<file path="src/rtl/bcg_pkg.sv">
`timescale 1ns/1ps
package bcg_pkg;

    // Slave engine states as seen by the detector.
    typedef enum logic [1:0] {
        SL_IDLE = 2'd0,
        SL_ADDR = 2'd1,
        SL_RXD  = 2'd2,
        SL_TXD  = 2'd3
    } slv_state_e;

    // Bus conditions recognised on the synchronised lines.
    typedef enum logic [1:0] {
        EV_NONE  = 2'd0,
        EV_START = 2'd1,
        EV_STOP  = 2'd2
    } bus_ev_e;

    typedef struct packed {
        logic scl;
        logic sda;
    } line_pair_t;

    typedef struct packed {
        logic       valid;
        slv_state_e state;
    } recov_cmd_t;

    localparam line_pair_t LINES_IDLE = '{scl: 1'b1, sda: 1'b1};

    // A misplaced Start behaves as a repeated Start, so the engine goes back to waiting
    // for an address. A misplaced Stop behaves as a plain Stop, so the engine goes idle.
    function automatic slv_state_e recovery_of(bus_ev_e ev);
        return (ev == EV_START) ? SL_ADDR : SL_IDLE;
    endfunction

endpackage

</file>
<file path="src/rtl/bcg_sync.sv">
`timescale 1ns/1ps
module bcg_sync #(
    parameter int unsigned STAGES = 2,
    parameter int unsigned LANES  = 2
) (
    input  logic             clk,
    input  logic             rst,
    input  logic [LANES-1:0] d,
    output logic [LANES-1:0] q
);
    // The stages reset to 1 because an idle I2C bus is high, so no edge is
    // reported right after reset.
    logic [LANES-1:0] stage [STAGES];

    for (genvar s = 0; s < STAGES; s++) begin : g_stage
        if (s == 0) begin : g_first
            always_ff @(posedge clk) begin
                if (rst) stage[s] <= '1;
                else     stage[s] <= d;
            end
        end else begin : g_next
            always_ff @(posedge clk) begin
                if (rst) stage[s] <= '1;
                else     stage[s] <= stage[s-1];
            end
        end
    end

    assign q = stage[STAGES-1];
endmodule

</file>
<file path="src/rtl/bcg_cond_detect.sv">
`timescale 1ns/1ps
module bcg_cond_detect
    import bcg_pkg::*;
(
    input  logic       clk,
    input  logic       rst,
    input  line_pair_t now,
    output bus_ev_e    ev
);
    line_pair_t prev;

    always_ff @(posedge clk) begin
        if (rst) prev <= LINES_IDLE;
        else     prev <= now;
    end

    // SCL must be high on both samples, so SDA moved while SCL was steady high.
    always_comb begin
        ev = EV_NONE;
        if (now.scl && prev.scl) begin
            if (prev.sda && !now.sda)      ev = EV_START;
            else if (!prev.sda && now.sda) ev = EV_STOP;
        end
    end
endmodule

</file>
<file path="src/rtl/bcg_err_ctrl.sv">
`timescale 1ns/1ps
module bcg_err_ctrl
    import bcg_pkg::*;
#(
    parameter int unsigned CNT_W     = 4,
    parameter int unsigned BYTE_BITS = 8
) (
    input  logic             clk,
    input  logic             rst,
    input  bus_ev_e          ev,
    input  slv_state_e       state,
    input  logic [CNT_W-1:0] bit_cnt,
    input  logic             irq_en,
    input  logic             clr,
    output logic             err,
    output logic             irq,
    output logic             release_req,
    output logic             drop_req,
    output recov_cmd_t       cmd
);
    localparam logic [CNT_W-1:0] FIRST_BIT = CNT_W'(1);
    localparam logic [CNT_W-1:0] LAST_BIT  = CNT_W'(BYTE_BITS);

    logic in_window;
    logic hit;
    logic err_next;

    // The window covers the data bits only. The acknowledge slot and idle time are outside it.
    assign in_window = (state != SL_IDLE) && (bit_cnt >= FIRST_BIT) && (bit_cnt <= LAST_BIT);
    assign hit       = (ev != EV_NONE) && in_window;
    // A new error wins over a clear strobe at the same edge.
    assign err_next  = hit || (err && !clr);

    always_ff @(posedge clk) begin
        if (rst) begin
            err         <= 1'b0;
            irq         <= 1'b0;
            release_req <= 1'b0;
            drop_req    <= 1'b0;
            cmd         <= '{valid: 1'b0, state: SL_IDLE};
        end else begin
            err         <= err_next;
            irq         <= err_next && irq_en;
            release_req <= hit;
            drop_req    <= hit;
            cmd.valid   <= hit;
            if (hit) cmd.state <= recovery_of(ev);
        end
    end
endmodule

</file>
<file path="src/rtl/bus_cond_guard.sv">
`timescale 1ns/1ps
module bus_cond_guard
    import bcg_pkg::*;
#(
    parameter int unsigned CNT_W       = 4,
    parameter int unsigned BYTE_BITS   = 8,
    parameter int unsigned SYNC_STAGES = 2
) (
    input  logic             clk,
    input  logic             rst,
    input  logic             scl_i,
    input  logic             sda_i,
    input  logic [1:0]       slv_state,
    input  logic [CNT_W-1:0] bit_cnt,
    input  logic             err_irq_en,
    input  logic             err_clr,
    output logic             bus_err,
    output logic             err_irq,
    output logic             release_lines,
    output logic             drop_byte,
    output logic             cmd_valid,
    output logic [1:0]       cmd_state
);
    localparam int unsigned LANES = 2;

    logic [LANES-1:0] raw_lines;
    logic [LANES-1:0] sync_lines;
    line_pair_t       lines;
    bus_ev_e          ev;
    recov_cmd_t       cmd;

    assign raw_lines = {scl_i, sda_i};

    bcg_sync #(.STAGES(SYNC_STAGES), .LANES(LANES)) u_sync (
        .clk (clk),
        .rst (rst),
        .d   (raw_lines),
        .q   (sync_lines)
    );

    assign lines = '{scl: sync_lines[1], sda: sync_lines[0]};

    bcg_cond_detect u_detect (
        .clk (clk),
        .rst (rst),
        .now (lines),
        .ev  (ev)
    );

    bcg_err_ctrl #(.CNT_W(CNT_W), .BYTE_BITS(BYTE_BITS)) u_ctrl (
        .clk         (clk),
        .rst         (rst),
        .ev          (ev),
        .state       (slv_state_e'(slv_state)),
        .bit_cnt     (bit_cnt),
        .irq_en      (err_irq_en),
        .clr         (err_clr),
        .err         (bus_err),
        .irq         (err_irq),
        .release_req (release_lines),
        .drop_req    (drop_byte),
        .cmd         (cmd)
    );

    assign cmd_valid = cmd.valid;
    assign cmd_state = cmd.state;
endmodule

</file>
<file path="config.mk">
export PLATFORM = sky130hd
export DESIGN_NAME = bus_cond_guard
export DESIGN_NICKNAME = d
export VERILOG_FILES = /design/src/rtl/bcg_pkg.sv /design/src/rtl/bcg_sync.sv /design/src/rtl/bcg_cond_detect.sv /design/src/rtl/bcg_err_ctrl.sv /design/src/rtl/bus_cond_guard.sv
export SDC_FILE = /design/constraint.sdc
export NUM_CORES = 1
export LEC_CHECK = 0
export ABC_AREA = 0
export ABC_CLOCK_PERIOD_IN_PS = 1900
export BUFFER_PORTS_ARGS = -buffer_cell sky130_fd_sc_hd__buf_2
export CORE_AREA = 2 2 39 41
export CTS_CLUSTER_SIZE = 16
export DETAILED_ROUTE_END_ITERATION = 10
export DIE_AREA = 0 0 41 43
export HOLD_SLACK_MARGIN = 0.02
export PLACE_DENSITY = 0.55
export SYNTH_ARGS = -nofsm -noshare
export SYNTH_HDL_FRONTEND = slang
export SYNTH_SLANG_ARGS = --single-unit
</file>
<file path="constraint.sdc">
create_clock -name clk -period 1.9 [get_ports clk]
set_clock_uncertainty 0.15 [all_clocks]
set_input_delay 0.38 -clock clk [delete_from_list [all_inputs] [get_ports clk]]
set_output_delay 0.38 -clock clk [all_outputs]
set_load 0.02 [all_outputs]
</file>
Yosys cells after proc, flatten, opt, wreduce, memory -nomap -nowiden
Memory sizes are Yosys's and may differ from the RTL's.
Cells that the tools add are included.
{"block": "word_totals", "register_bits": 7, "mem_bits_rw": 4, "input_bits": 12, "output_inout_bits": 7, "mem_count": 1}
{"block": "classes", "n_lt_le_gt_ge": 2, "eq_ne": 1, "muxes": 9, "bitwise_logic": 2, "n_reduce_logical": 14}
{"memory": "u_sync.stage", "depth": 2, "word_bits": 2, "read_ports": 2, "rd_ports_with_merged_regs": 0, "write_ports": 2, "line": "bcg_sync.sv:13", "rtl": "logic [LANES-1:0] stage [STAGES];"}
{"operator": "$mux W2", "count": 5}
{"operator": "$logic_and A1 B1 Y1", "count": 8}
{"operator": "$ge A4 B1 Y1 const B", "count": 1}
{"operator": "$le A4 B4 Y1 const B", "count": 1}
{"operator": "$mux W1", "count": 4}
{"operator": "$reduce_bool A2 Y1", "count": 2}
{"operator": "$logic_not A1 Y1", "count": 3}
{"operator": "$eq A2 B1 Y1 const B", "count": 1}
{"operator": "$or A1 B1 Y1", "count": 2}
{"operator": "$logic_or A1 B1 Y1", "count": 1}

Longest topological paths before layout
{"block": "logic_depth", "word_depth": 9, "depth_mapped": 4, "mapped_depth_nobuf": 3}

By module
From an unflattened synthesis, not the netlist that was laid out.
{"block": "unflattened", "hier_cells": 34, "area_unflattened_um2": 369.1}
{"mod": "bcg_err_ctrl", "n_inst": 1, "cells_each": 20, "area_per_inst_um2": 191.4, "seq_area_each_um2": 80.1}
{"mod": "bcg_sync", "n_inst": 1, "cells_each": 8, "area_per_inst_um2": 105.1, "seq_area_each_um2": 80.1}
{"mod": "bcg_cond_detect", "n_inst": 1, "cells_each": 6, "area_per_inst_um2": 72.6, "seq_area_each_um2": 40.0}

Worst setup path after synthesis
Ideal clock, no wire load.
{"block": "synth_timing", "path_type": "in2reg", "from": "input bit_cnt[2]", "to": "register u_ctrl.irq", "arrival_ns": 1.165, "t_required_ns": 1.623, "slack_ns": 0.458, "stages": 3, "n_path_buf": 0, "cell_sequence": "or4_4 > a41oi_2 > nor3b_1"}
{"block": "synth_between", "elab_chain_cells": 6}
{"element": "from (decl)", "line": "bus_cond_guard.sv:14", "rtl": "input logic [CNT_W-1:0] bit_cnt,"}
{"element": "$ge A4 B1 Y1", "line": "bcg_err_ctrl.sv:29", "rtl": "assign in_window = (state != SL_IDLE) && (bit_cnt >= FIRST_BIT) && (bit_cnt <= LAST_BIT);"}
{"element": "$logic_and A1 B1 Y1", "line": "bcg_err_ctrl.sv:29"}
{"element": "$logic_and A1 B1 Y1 *", "line": "bcg_err_ctrl.sv:29"}
{"element": "$logic_and A1 B1 Y1 *", "line": "bcg_err_ctrl.sv:30", "rtl": "assign hit = (ev != EV_NONE) && in_window;"}
{"element": "$logic_or A1 B1 Y1 *", "line": "bcg_err_ctrl.sv:32", "rtl": "assign err_next = hit || (err && !clr);"}
{"element": "$logic_and A1 B1 Y1 *", "line": "bcg_err_ctrl.sv:43", "rtl": "irq <= err_next && irq_en;"}
{"element": "to (signal assigned)", "line": "bcg_err_ctrl.sv:43"}
{"element": "to (decl)", "line": "bcg_err_ctrl.sv:16", "rtl": "output logic irq,"}
Mark *: on every way between the ends. The rest lies on a longest branch, timed or not.
A chain may end at the register's enable or synchronous reset.

Worst setup path in the final report
Same ends and word-level chain as after synthesis.

==> results.toml <==
[status]
outcome = "finished clean"

[setup_path]
worst_r2r_path_depth = 3
cp_data_required_time_ns = 1.91
cp-start-kind = "input port"
worstSetupEndpointType = "flop"
arrival_ns = 1.32
worstReg2RegEnd = "u_ctrl.irq"
path_class = "in2reg"
rrSetupSlack_ns = 0.73
crit_fanout = 2
r2r_start = "u_detect.prev[0]"

[layout]
areaGrowthSynthToFinish_pct = 26.73
diodes = 0
drive_gt1_share_pct = 54.90
final_util_pct = 34.72
nFillCells = 145
fin_nets = 65

[global_route]
met3_usage_pct = 7.853
antenna_found_initial = 0
met2_usage_pct = 12.81
first_global_vias = 273
grt_util_all_layers_pct = 9.889
top_usage_layer = "met2"
overflow = 0
grtUsageMet1_pct = 9.804
grt_max_degree = 11
grt_pass1_wl_um = 1069

[cts]
clockBufferDepth = 2
cts_resized = 0
cts_tree = "done"
clock-sinks = 10
clkLatencyLatePin_ns = 0.27
h-tree-depth = 1
cts_buffers = 3
root_buffer = "clkbuf_4"
cts_setup_buffers = 0
ctsHoldBuffers = 0
path_clk_slew_ns = 0.07

[route]
routed-via-count = 285
ant_nets = 0
wl_um = 605
wire_per_inst_um = 9.030
avgViaCountPerCell = 4.254
drtIter0Drc = 2
first_pass_iters = 2
drc = 0

[place]
dp_slack_ns = 0.3096
gp_congestion = 0.6328
dp_hpwl_um = 454.2
io_buffers = 17

[synthesis]
synth.avg_cell_area_um2 = 10.83
ys_seq_area_share_pct = 52.81
synth_top_area_share_pct = 52.81
synth.area.top_cells = "dfxtp_1, or2_2, buf_4"
ys_warn_count = 0
synth_ff_type = "dfxtp_1"
synth_common_cells = "dfxtp_1, or2_2, buf_4, nor2_1"
syn_inst = 35
yosysMostFrequentCell = "dfxtp_1"
synth.cell_area_um2 = 379.1
synth_edf_count = 0
yosysUniqueCellTypes = 18
synthesis.nets = 47
synthArstFlopShare_pct = 0
synth-seq-cells = 10
post-synth-top-area-cell = "dfxtp_1"

[min_path]
hold_class = "in2reg"
hp-start = "scl_i"
hold_path_depth = 2
hold_end = "u_sync.stage[0][1]"

[die]
start_util_pct = 27.40
die_area_um2 = 1763
chipHeight_um = 43
die_w_um = 41
placeableCoreArea_um2 = 1384
rows = 14
ios = 19

[job]
drv_cap = 0

[sta]
setup_tns_ns = 0
hold_violations = 0
finalSetupViolCount = 0
fin_ws_ns = 0.5922
rsz0062_at_grt = "no"
timing.hold.ws_ns = 0.1482
max_freq_ghz = 0.7647
layout_min_cycle_time_ns = 1.308
slew_viol_final = 0
period_share_pct = 68.83

[power_and_ir_drop]
p_leak_uw = 0.0002223
p_per_area_nw_per_um2 = 834.1
ir_drop_mv = 0.3569
how the worst max path moves through the flow:
stage | start | to | slack (ns) | cells after the start
2_1_floorplan | bit_cnt[2] | u_ctrl.irq | 0.46 | 3
3_3_place_gp | bit_cnt[2] | u_ctrl.irq | 0.34 | 4
4_1_cts | bit_cnt[2] | u_ctrl.irq | 0.60 | 4
3_5_place_dp | bit_cnt[2] | u_ctrl.irq | 0.31 | 4
6_report | bit_cnt[2] | u_ctrl.irq | 0.59 | 4
5_1_grt | bit_cnt[2] | u_ctrl.irq | 0.53 | 4
sequential cells by signal (all words and copies together), names as in the netlist:
register / count
u_sync.stage: 4
u_ctrl.cmd: 1
u_ctrl.irq: 1
u_detect.prev: 2
u_ctrl.err: 1
u_ctrl.release_req: 1
layout make-up:
cell class                 count  area, µm²  share of cell area, %
inverter                       1      3.754                 0.7812
tap                           16      20.02                  4.167
clock buffer                   3      22.52                  4.687
timing repair buffer          17      85.08                  17.71
sequential                    10      200.2                  41.67
multi-input combinational     20      148.9                  30.99
cell families after synthesis:
logic type / after synthesis / synth area share, %
AOI/OAI and AO/OA: 3 / 8.913
muxes: 1 / 2.640
DFF: 10 / 52.80
other: 1 / 0.9891
buffers and inverters: 5 / 7.918
and+or+nand+nor: 14 / 24.43
xor gates and xnor gates: 1 / 2.311
stage by stage:
stage,power [µW],cells,cell area [µm²]
final,400.8,67,480.5
after global routing,419.7,67,480.5
after CTS,406.2,67,480.5
after detailed placement,262.3,64,457.9
after global placement,261.7,64,457.9
after floorplan,248.5,35,379.1
critical path: stages:
cell	delay, ns
buf_2	0.11
or4_4	0.54
a41oi_2	0.22
nor3b_1	0.07
layer usage:
layer	wire, µm	vias up
met5	0	-
met4	21	0
met3	73	5
met2	270	14
met1	238	120
li1	-	146
power breakdown:
group / leakage (µW) / internal [µW] / total, µW / switching (µW)
logic: 0.000127 / 19.0 / 38.2 / 19.3
clock network: 0.0000138 / 73.1 / 144 / 70.5
registers: 0.0000819 / 216 / 219 / 2.62
placed cells by master (no fill, tap or decap), types with 3 or more instances in the layout:
cell type,count
dfxtp_1,10
clkbuf_4,3
nor2_1,3
buf_2,17
or2_2,5
No activity file was read; power rests on OpenSTA's default activity.
